### src/rtl/exc_pkg.sv
package exc_pkg;
  localparam int VEC_NMI    = 2;
  localparam int VEC_HARD   = 3;
  localparam int VEC_MEM    = 4;
  localparam int VEC_SVC    = 11;
  localparam int VEC_DEBUG  = 12;
  localparam int VEC_PENDSV = 14;
  localparam int VEC_TIMER  = 15;
  localparam int FIRST_EXT  = 16;
  localparam int FAULT_LO   = VEC_MEM;
  localparam int FAULT_N    = VEC_PENDSV - FAULT_LO;

  function automatic bit reset_enable(int v);
    return (v == VEC_NMI) || (v == VEC_HARD) || (v == VEC_SVC) ||
           (v == VEC_DEBUG) || (v == VEC_PENDSV) || (v == VEC_TIMER);
  endfunction

  function automatic bit fixed_enable(int v);
    return (v == VEC_NMI) || (v == VEC_HARD);
  endfunction
endpackage

### src/rtl/exc_line_edge.sv
module exc_line_edge #(
  parameter int N = 8
) (
  input  logic         clk,
  input  logic         rst_n,
  input  logic [N-1:0] line,
  output logic [N-1:0] rise
);
  logic [N-1:0] lvl_q;

  for (genvar k = 0; k < N; k++) begin : g_line
    always_ff @(posedge clk or negedge rst_n) begin
      if (!rst_n) lvl_q[k] <= 1'b0;
      else        lvl_q[k] <= line[k];
    end
    assign rise[k] = line[k] & ~lvl_q[k];

    // a stored level can only produce one edge before it must fall again
    assert_single_rise_R2: assert property (@(posedge clk) disable iff (!rst_n)
      rise[k] |=> !rise[k]);
  end
endmodule

### src/rtl/exc_escalate.sv
module exc_escalate #(
  parameter int NUM_VEC = 24,
  parameter int PRIO_W  = 8,
  parameter int VW      = 5
) (
  input  logic                               req_valid,
  input  logic [VW-1:0]                      req_vec,
  input  logic signed [PRIO_W+1:0]           exec_prio,
  input  logic [exc_pkg::FAULT_N*PRIO_W-1:0] fault_prio,
  input  logic [NUM_VEC-1:0]                 en_vec,
  output logic                               out_valid,
  output logic [VW-1:0]                      out_vec,
  output logic                               forced_evt,
  output logic                               lockup_evt
);
  import exc_pkg::*;
  localparam int EPW = PRIO_W + 2;

  logic signed [EPW-1:0] vprio;
  logic en_sel, in_range, is_sync, esc;

  always_comb begin
    in_range = (int'(req_vec) >= VEC_NMI) && (int'(req_vec) < NUM_VEC);
    is_sync  = (int'(req_vec) >= VEC_HARD) && (int'(req_vec) < VEC_PENDSV);
    en_sel = 1'b0;
    for (int v = 0; v < NUM_VEC; v++)
      if (int'(req_vec) == v) en_sel = en_vec[v];
    vprio = '1; // hard fault sits at -1
    for (int i = 0; i < FAULT_N; i++)
      if (int'(req_vec) == FAULT_LO + i)
        vprio = signed'({2'b00, fault_prio[i*PRIO_W +: PRIO_W]});
    esc        = req_valid && in_range && is_sync && ((vprio >= exec_prio) || !en_sel);
    lockup_evt = esc && (exec_prio < 0);
    forced_evt = esc && !lockup_evt;
    out_valid  = req_valid && in_range && !lockup_evt;
    out_vec    = esc ? VW'(VEC_HARD) : req_vec;
  end
endmodule

### src/rtl/exc_vec_slot.sv
module exc_vec_slot #(
  parameter bit IS_EXT   = 1'b0,
  parameter bit RST_EN   = 1'b0,
  parameter bit FIXED_EN = 1'b0
) (
  input  logic clk,
  input  logic rst_n,
  input  logic set_pend,
  input  logic clr_pend,
  input  logic ack_hit,
  input  logic ret_hit,
  input  logic line_hi,
  input  logic en_set,
  input  logic en_clr,
  output logic en_q,
  output logic pend_q,
  output logic act_q,
  output logic ret_ok
);
  logic ack_ok;

  assign ret_ok = ret_hit & act_q;
  assign ack_ok = ack_hit & ~ret_ok;

  always_ff @(posedge clk or negedge rst_n) begin
    if (!rst_n) begin
      en_q   <= RST_EN;
      pend_q <= 1'b0;
      act_q  <= 1'b0;
    end else begin
      if (ret_ok) begin
        act_q <= 1'b0;
        if (IS_EXT && line_hi) pend_q <= 1'b1;
      end else if (ack_ok) begin
        act_q  <= 1'b1;
        pend_q <= 1'b0;
      end else if (set_pend) begin
        pend_q <= 1'b1;
      end else if (clr_pend) begin
        pend_q <= 1'b0;
      end
      if (FIXED_EN)    en_q <= 1'b1;
      else if (en_set) en_q <= 1'b1;
      else if (en_clr) en_q <= 1'b0;
    end
  end

  assert_act_rise_R5: assert property (@(posedge clk) disable iff (!rst_n)
    $rose(act_q) |-> $past(ack_hit));
  assert_act_fall_R3: assert property (@(posedge clk) disable iff (!rst_n)
    $fell(act_q) |-> $past(ret_hit));
  assert_ack_takes_R5: assert property (@(posedge clk) disable iff (!rst_n)
    (ack_hit && !act_q) |=> (act_q && !pend_q));
  assert_ret_wins_R10: assert property (@(posedge clk) disable iff (!rst_n)
    (ret_hit && act_q) |=> !act_q);
endmodule

### src/rtl/exc_lifecycle_tracker.sv
module exc_lifecycle_tracker #(
  parameter int  NUM_EXT = 8,
  parameter int  PRIO_W  = 8,
  localparam int NUM_VEC = exc_pkg::FIRST_EXT + NUM_EXT,
  localparam int VW      = $clog2(NUM_VEC),
  localparam int FPW     = exc_pkg::FAULT_N * PRIO_W
) (
  input  logic                    clk,
  input  logic                    rst_n,
  input  logic [NUM_EXT-1:0]      ext_line,
  input  logic                    timer_trig,
  input  logic                    pend_set_valid,
  input  logic [VW-1:0]           pend_set_vec,
  input  logic                    pend_clr_valid,
  input  logic [VW-1:0]           pend_clr_vec,
  input  logic                    en_set_valid,
  input  logic [VW-1:0]           en_set_vec,
  input  logic                    en_clr_valid,
  input  logic [VW-1:0]           en_clr_vec,
  input  logic                    ack_valid,
  input  logic [VW-1:0]           ack_vec,
  input  logic                    ret_valid,
  input  logic [VW-1:0]           ret_vec,
  input  logic signed [PRIO_W+1:0] exec_prio,
  input  logic [FPW-1:0]          fault_prio,
  output logic [NUM_VEC-1:0]      vec_enabled,
  output logic [NUM_VEC-1:0]      vec_pending,
  output logic [NUM_VEC-1:0]      vec_active,
  output logic                    forced_hard,
  output logic                    lockup,
  output logic                    illegal_ret,
  output logic                    ret_to_base
);
  import exc_pkg::*;

  logic [NUM_EXT-1:0] rise;
  logic               sw_valid;
  logic [VW-1:0]      sw_vec;
  logic               forced_evt, lockup_evt;
  logic [NUM_VEC-1:0] ret_ok;

  exc_line_edge #(.N(NUM_EXT)) u_edge (
    .clk(clk), .rst_n(rst_n), .line(ext_line), .rise(rise)
  );

  exc_escalate #(.NUM_VEC(NUM_VEC), .PRIO_W(PRIO_W), .VW(VW)) u_esc (
    .req_valid(pend_set_valid), .req_vec(pend_set_vec), .exec_prio(exec_prio),
    .fault_prio(fault_prio), .en_vec(vec_enabled),
    .out_valid(sw_valid), .out_vec(sw_vec),
    .forced_evt(forced_evt), .lockup_evt(lockup_evt)
  );

  for (genvar v = 0; v < NUM_VEC; v++) begin : g_vec
    localparam bit TGT = (v >= VEC_NMI);
    localparam bit CFG = (v >= VEC_MEM);
    logic ext_rise, line_h, set_p, clr_p, ack_h, ret_h, en_s, en_c;

    if (v >= FIRST_EXT) begin : g_ext
      assign ext_rise = rise[v-FIRST_EXT];
      assign line_h   = ext_line[v-FIRST_EXT];
    end else begin : g_int
      assign ext_rise = 1'b0;
      assign line_h   = 1'b0;
    end

    assign set_p = TGT && ((sw_valid && sw_vec == VW'(v)) ||
                           ((v == VEC_TIMER) && timer_trig) || ext_rise);
    assign clr_p = TGT && pend_clr_valid && (pend_clr_vec == VW'(v));
    assign ack_h = TGT && ack_valid && (ack_vec == VW'(v));
    assign ret_h = ret_valid && (ret_vec == VW'(v));
    assign en_s  = CFG && en_set_valid && (en_set_vec == VW'(v));
    assign en_c  = CFG && en_clr_valid && (en_clr_vec == VW'(v));

    exc_vec_slot #(
      .IS_EXT(v >= FIRST_EXT), .RST_EN(reset_enable(v)), .FIXED_EN(fixed_enable(v))
    ) u_slot (
      .clk(clk), .rst_n(rst_n), .set_pend(set_p), .clr_pend(clr_p),
      .ack_hit(ack_h), .ret_hit(ret_h), .line_hi(line_h),
      .en_set(en_s), .en_clr(en_c),
      .en_q(vec_enabled[v]), .pend_q(vec_pending[v]), .act_q(vec_active[v]),
      .ret_ok(ret_ok[v])
    );
  end

  assign ret_to_base = ((vec_active & (vec_active - 1'b1)) == '0);

  always_ff @(posedge clk or negedge rst_n) begin
    if (!rst_n) begin
      forced_hard <= 1'b0;
      lockup      <= 1'b0;
      illegal_ret <= 1'b0;
    end else begin
      forced_hard <= forced_hard | forced_evt;
      lockup      <= lockup | lockup_evt;
      illegal_ret <= ret_valid && !(|ret_ok);
    end
  end

  assert_lockup_cause_R7: assert property (@(posedge clk) disable iff (!rst_n)
    $rose(lockup) |-> ($past(pend_set_valid) && ($past(exec_prio) < 0)));
  assert_forced_pends_hard_R6: assert property (@(posedge clk) disable iff (!rst_n)
    ($rose(forced_hard) && !$past(ret_valid && ret_vec == VW'(VEC_HARD)))
      |-> (vec_pending[VEC_HARD] || vec_active[VEC_HARD]));
  assert_illegal_cause_R4: assert property (@(posedge clk) disable iff (!rst_n)
    illegal_ret |-> $past(ret_valid));
  assert_timer_level_R9: assert property (@(posedge clk) disable iff (!rst_n)
    (timer_trig && !(ret_valid && ret_vec == VW'(VEC_TIMER)) &&
     !(ack_valid && ack_vec == VW'(VEC_TIMER))) |=> vec_pending[VEC_TIMER]);
endmodule

### config.mk
export PLATFORM = sky130hd
export DESIGN_NAME = exc_lifecycle_tracker
export DESIGN_NICKNAME = d
export VERILOG_FILES = /design/src/rtl/exc_pkg.sv /design/src/rtl/exc_line_edge.sv /design/src/rtl/exc_escalate.sv /design/src/rtl/exc_vec_slot.sv /design/src/rtl/exc_lifecycle_tracker.sv
export SDC_FILE = /design/constraint.sdc
export NUM_CORES = 1
export LEC_CHECK = 0
export BUFFER_PORTS_ARGS = -buffer_cell sky130_fd_sc_hd__buf_4
export CAP_MARGIN = 15
export CELL_PAD_IN_SITES_DETAIL_PLACEMENT = 1
export CELL_PAD_IN_SITES_GLOBAL_PLACEMENT = 1
export CORE_MARGIN = 2
export CORE_UTILIZATION = 39
export CTS_CLUSTER_SIZE = 28
export DETAILED_ROUTE_END_ITERATION = 8
export PLACE_DENSITY_LB_ADDON = 0.1
export SLEW_MARGIN = 20
export SYNTH_ARGS = -nofsm -noshare
export SYNTH_HDL_FRONTEND = slang
export SYNTH_SLANG_ARGS = --single-unit
### constraint.sdc
create_clock -name clk -period 3.15 [get_ports clk]
set_input_delay 0.315 -clock clk [delete_from_list [all_inputs] [get_ports clk]]
set_output_delay 0.315 -clock clk [all_outputs]
set_load 0.005 [all_outputs]
Yosys cells after proc, flatten, opt, wreduce, memory -nomap -nowiden
Cells that the tools add are included.

word-level totals
  bits in registers = 75
  bits of input ports = 137
  output and inout bits = 76
  word-level logic and storage cells = 762

cells by class
  $add $sub $neg = 1
  magnitude comparators = 6
  eq/ne operators = 158
  muxes and demuxes = 199
  bitwise operators = 85
  reductions and logical operators = 238

operators with widths
  cell                                                               count
  == test 5 bit, second input constant                               64
  == test 5 x 4 -> 1 bit, second input constant                      52
  two-way mux 1 bit                                                  188
  logical AND 1 bit                                                  137
  == test 5 x 3 -> 1 bit, second input constant                      26
  two-way mux 10 bit                                                 10
  nonzero test 2 bit                                                 42
  bitwise AND 1 bit                                                  52
  AND reduction 2 bit                                                22
  nonzero test 3 bit                                                 14
  == test 5 x 2 -> 1 bit, second input constant                      8
  nonzero test 4 bit                                                 8
  inverter 1 bit                                                     30
  bitwise AND 24 bit                                                 1
  logical NOT 24 bit                                                 1
  subtractor 24 x 1 -> 24 bit, second input constant                 1
  OR reduction 22 bit                                                1
  != test 2 bit, second input constant                               8
  greater-or-equal comparator 10 bit                                 1
  greater-or-equal comparator 5 x 2 -> 1 bit, second input constant  2
  logical OR 1 bit                                                   10
  less-than comparator 10 x 1 -> 1 bit, second input constant        1
  less-than comparator 5 x 4 -> 1 bit, second input constant         1
  less-than comparator 5 bit, second input constant                  1
  3 further kinds                                                    6

Longest topological paths before layout
  word-level depth = 34
  gate-level depth with buffers = 16
  depth with buffers taken out = 13

Hierarchy
A second synthesis with hierarchy kept.

second synthesis, totals
  cell total of the unflattened synthesis = 727
  area total of the unflattened synthesis = 6088.3 sq um

modules (own cells, without submodules)
  module                               instances  cells an instance  area each (sq um)  seq. area each (sq um)
  exc_lifecycle_tracker                1          269                1435.1             75.1
  exc_escalate                         1          172                1285.0             0.0
  exc_vec_slot (g_vec[0].u_slot ...)   10         11                 126.4              75.1
  exc_vec_slot (g_vec[16].u_slot ...)  8          12                 135.1              75.1
  exc_vec_slot (g_vec[11].u_slot ...)  4          11                 127.6              76.3
  exc_line_edge                        1          16                 310.3              200.2
  exc_vec_slot (g_vec[2].u_slot ...)   2          10                 101.3              50.0

Least setup slack after synthesis
OpenSTA, ideal clock, no wires.

  path type = input to register
  from = in pend_set_vec[0]
  to = reg g_vec[10].u_slot.pend_q
  library setup time = 110 ps
  arrival = 3181 ps
  data required time = 3040 ps
  slack = -141 ps
  stages = 13
  path buffers = 2
  cells stage by stage = buf_2 buf_2 mux4_2 nor2_1 a21oi_1 a21oi_1 o31ai_1 ha_1 a2111oi_0 a221o_1 and4_1 nand4_1 o41ai_1

on the way
  word-level cells in the longest chain between the ends = 32
  elaborated cells between the ends (all ways) = 76
  those cells by class = order compare (5); eq/ne (23); mux (35); reduce/logical (13)

ends and longest elaborated chain
  what                                                                              line                         RTL
  start: declaration                                                                exc_lifecycle_tracker.sv:13  input logic [VW-1:0] pend_set_vec,
  parallel branches: the longest is 29 deep, another holds == test 5 x 3 -> 1 bit   -
  logical AND 1 bit *                                                               exc_lifecycle_tracker.sv:66  assign set_p = TGT && ((sw_valid && sw_vec == VW'(v)) ||
  nonzero test 3 bit (no source line) / two-way mux 1 bit (equally long branches)   -
  AND reduction 2 bit (no source line) / two-way mux 1 bit (equally long branches)  -
  end signal: assignment                                                            exc_vec_slot.sv:28           pend_q <= 1'b0;
  end signal: assignment                                                            exc_vec_slot.sv:33           if (IS_EXT && line_hi) pend_q <= 1'b1;
  end signal: assignment                                                            exc_vec_slot.sv:36           pend_q <= 1'b0;
  end: declaration                                                                  exc_vec_slot.sv:16           output logic pend_q,

Mark *: on every way between the ends.
A chain may end at the register's enable or synchronous reset.

Final worst setup path
  from = reg g_vec[3].u_slot.act_q
  to = out ret_to_base

on the way
  word-level cells in the longest chain between the ends = 3

ends and longest elaborated chain
  what                         line                         RTL
  start: declaration           exc_vec_slot.sv:17           output logic act_q,
  start signal: assignment     exc_vec_slot.sv:29           act_q <= 1'b0;
  start signal: assignment     exc_vec_slot.sv:32           act_q <= 1'b0;
  start signal: assignment     exc_vec_slot.sv:35           act_q <= 1'b1;
  subtractor 24 x 1 -> 24 bit  exc_lifecycle_tracker.sv:85  assign ret_to_base = ((vec_active & (vec_active - 1'b1)) == '0);
  bitwise AND 24 bit *         exc_lifecycle_tracker.sv:85
  logical NOT 24 bit *         exc_lifecycle_tracker.sv:85
  end: declaration             exc_lifecycle_tracker.sv:32  output logic ret_to_base

Every way passes the cells marked *; elsewhere a longest branch is shown, timed or not.

==> qor.yml <==
globalRouteOverflowTotal: 0
number_of_cells_on_the_worst_reg_to_reg_path: 7
first_global_vias: 6594
synth_area_um2: 5650
count_of_input_and_output_buffers: 204
area_delta_synth_final_pct: 31.8
hold_end: "u_edge.lvl_q[2]"
synth_edf_count: 0
holdPathStages: 1
std_cell_rows: 43
remaining_drc_errors: 0
nNetsFinal: 1020
synth.avg_cell_area_um2: 8.07
detailed_router_s_first_iteration_violation_count: 259
finalHoldViolCount: 0
fraction_of_the_yosys_area_taken_by_sequential_cells: 0.333
finish.instance_area_um2: 7450
cts_buffers: 9
yosys_most_used_dff: "sky130_fd_sc_hd__dfrtp_1"
clock_path_buffers: 2
place.gp.congestion: 0.929
worst_ep_arrival_time_ns: 2.75
drv.max_cap_violation_count: 0
static_leak_uw: 0.00337
clock_latency_ns: 0.35
relSlewSlack: 0.340
seq_power_share: 0.405
synth-warning-count: 0
postPlaceCellArea_um2: 7080
netSwitchingFraction: 0.333
cpMaxStageDelayCell: "sky130_fd_sc_hd__or4_4"
cell_area_power_density_nw_per_um2: 453
design.core.area_um2: 14000
starting_utilization_of_the_core_area: 0.404
critical_path.top_delay_family: "simple AND/OR/NAND/NOR gates"
place.detailed.instances: 1035
worstSetupStartpointType: "register"
clock_network_fraction_of_total_power: 0.289
fraction_of_registers_with_async_set_or_reset_after_synthesis: 1.00
power_frac_comb: 0.305
timing.critical_path.required_ns: 2.83
antenna_found_initial: 0
tightestPinTransition_ns: 0.990
clkTransAtPathRegs_ns: 0.07
tritoncts: "built"
post-route-period-util: 0.972
largest_vdd_supply_drop_uv: 230
antenna_left: 0
yosys.area_share.adder: 0.0239
status: "finished clean"
cp_cell_sequence: "or4_4, nor4b_4, o21ai_1, a222oi_1, nand3_1, nor4_2, buf_4"
grt_util_all_layers: 0.284
chipWidth_um: 124
htreeDepth: 3
final-max-slew-violation-count: 0
finalSetupViolations: 0
dieArea_um2: 15500
io_pins: 213
drt-pass1-iter-count: 7
cp_max_fo: 4
worstPathBufferInverterCount: 1
largest_family_of_logic_cells_by_synthesized_area: "simple AND/OR/NAND/NOR gates"
finalCriticalPeriod_ns: 3.06
fraction_of_final_layout_cells_sized_beyond_drive_strength_1: 0.331
global_route_wire_length_before_repair_mm: 35.3
final-instance-count-excl-fill: 1058
synth_compound_gate_area_share: 0.211
min_from: "ext_line[2]"
total_negative_setup_slack_ns: 0
min_path_type: "in2reg"
avgViaCountPerCell: 5.75
ant_cells: 0
vias: 6079
worst_clock_skew_ns: 0.00993
cts.sinks: 75
maximum_number_of_pins_on_one_net_before_global_route_repair: 76
r2r_start: "g_vec[5].u_slot.en_q"
synth.area.mux_share: 0.0483
switchingPower_uw: 1120
timing.critical_path.slowest_cell_delay_ns: 0.57
critical_path.reg2reg.endpoint: "lockup"
synthXorXnorAreaFrac: 0
detail_route.wl_per_cell_um: 21.1
max_freq_mhz: 327
synthesis.instances: 700
detail_route.wirelength_mm: 22.3
crit_type: "reg2out"
post_synth_num_cell_types: 64
place.detailed.hpwl_mm: 18.3
timing.reg2reg.setup_slack_ns: 1.15
synthSimpleGateAreaFrac: 0.261
cts_root_buf: "sky130_fd_sc_hd__clkbuf_16"
synth-seq-cells: 75
crit_path_end_kind: "output pin"
p_int_uw: 2250
die_y_um: 124
[cell usage in the layout (no fill, tap or decap), types with 12 or more instances in the layout]
cell / instances
sky130_fd_sc_hd__o21ai_0: 77
sky130_fd_sc_hd__nand2_1: 41
sky130_fd_sc_hd__inv_1: 20
sky130_fd_sc_hd__a21oi_1: 53
sky130_fd_sc_hd__dfrtp_1: 69
sky130_fd_sc_hd__nor3_1: 18
sky130_fd_sc_hd__nand2b_1: 16
sky130_fd_sc_hd__and3_1: 12
sky130_fd_sc_hd__nor2_1: 105
sky130_fd_sc_hd__nor2b_1: 24
sky130_fd_sc_hd__buf_4: 243
sky130_fd_sc_hd__nand3_1: 22
[worst max-delay path by stage]
stage | from | endpoint | slack, ns | cells after the start
after floorplan | pend_set_vec[2] | g_vec[10].u_slot.pend_q | 0.01 | 12
after global placement | pend_set_vec[0] | g_vec[9].u_slot.pend_q | -0.16 | 12
after detailed placement | pend_set_vec[0] | g_vec[9].u_slot.pend_q | -0.23 | 14
after CTS | g_vec[3].u_slot.act_q | ret_to_base | 0.002 | 7
after global routing | g_vec[3].u_slot.act_q | ret_to_base | -0.002 | 7
final | g_vec[3].u_slot.act_q | ret_to_base | 0.09 | 7
[power by group through the flow]
stage | clock network [uW] | logic, uW | registers [uW]
6_report | 977 | 1030 | 1370
3_5_place_dp | 0 | 991 | 1380
4_1_cts | 982 | 996 | 1370
2_1_floorplan | 0 | 658 | 1290
3_3_place_gp | 0 | 957 | 1370
5_1_grt | 1020 | 1130 | 1400
[through the flow]
stage          setup WS (ns)  power [uW]   util  hold WS [ns]
5_1_grt             -0.00170        3550  0.532        0.0701
6_report              0.0886        3380  0.532        0.0771
2_1_floorplan         0.0137        1950      -        0.0194
3_5_place_dp          -0.229        2380  0.506         0.435
3_3_place_gp          -0.158        2330  0.506         0.432
4_1_cts              0.00159        3350  0.526        0.0726
[Yosys cell counts, types with 5 or more instances]
master	instances	area (um^2)
sky130_fd_sc_hd__a21oi_1	53	265
sky130_fd_sc_hd__and3_1	12	75.1
sky130_fd_sc_hd__and4b_1	6	60.1
sky130_fd_sc_hd__buf_2	9	45.0
sky130_fd_sc_hd__buf_4	72	541
sky130_fd_sc_hd__clkbuf_1	7	26.3
sky130_fd_sc_hd__dfrtp_1	71	1780
sky130_fd_sc_hd__ha_1	10	125
sky130_fd_sc_hd__inv_1	20	75.1
sky130_fd_sc_hd__mux2i_1	7	70.1
sky130_fd_sc_hd__mux4_2	8	180
sky130_fd_sc_hd__nand2_1	41	154
sky130_fd_sc_hd__nand2b_1	16	100
sky130_fd_sc_hd__nand3_1	22	110
sky130_fd_sc_hd__nand4_1	10	62.6
sky130_fd_sc_hd__nor2_1	105	394
sky130_fd_sc_hd__nor2b_1	24	150
sky130_fd_sc_hd__nor3_1	19	95.1
sky130_fd_sc_hd__nor4_1	7	43.8
sky130_fd_sc_hd__o21a_1	6	45.0
sky130_fd_sc_hd__o21ai_0	78	390
sky130_fd_sc_hd__o22ai_1	6	37.5
sky130_fd_sc_hd__o311ai_0	5	43.8
sky130_fd_sc_hd__o31ai_1	8	60.1
sky130_fd_sc_hd__o41ai_1	7	61.3
sky130_fd_sc_hd__or3_1	5	31.3
[routing by layer]
metal / vias to the layer above / global-route usage / share of wire
met2: 215 / 0.501 / 0.51
li1: 2823 / - / -
met5: - / 0 / 0
met4: 0 / 0.110 / 0.034
met1: 2994 / 0.342 / 0.40
met3: 47 / 0.0520 / 0.054
[final cells by class]
| cell class | instances | area (um^2) |
|---|---|---|
| Timing Repair Buffer | 244 | 1840 |
| Multi-Input combinational cell | 523 | 3150 |
| Inverter | 20 | 75.1 |
| Clock inverter | 6 | 42.5 |
| Tap cell | 180 | 225 |
| Clock buffer | 10 | 229 |
| Fill cell | 1718 | 6540 |
| Sequential cell | 75 | 1880 |
[state kept, by name, indices dropped and copies added (netlist names)]
register,count
g_vec.u_slot.act_q,22
g_vec.u_slot.pend_q,22
g_vec.u_slot.en_q,20
u_edge.lvl_q,8
forced_hard,1
illegal_ret,1
lockup,1
[kinds of logic after synthesis]
| kind of cell | after synthesis |
|---|---|
| multiplexers | 17 |
| AO/OA/AOI/OAI | 197 |
| other | 2 |
| buffers and inverters | 108 |
| flip-flops | 75 |
| adder cells (fa/ha/maj) | 11 |
| AND/OR/NAND/NOR | 290 |
[timing repair]
item                                    4_1_cts  5_1_grt
resized for setup                             2        7
hold buffers                                  0        0
hold endpoints to repair                      0        0
endpoints found under the setup margin        1        8
setup buffers                                 0        7
pin swaps                                     3        1
(Power assumes the default switching activity.)
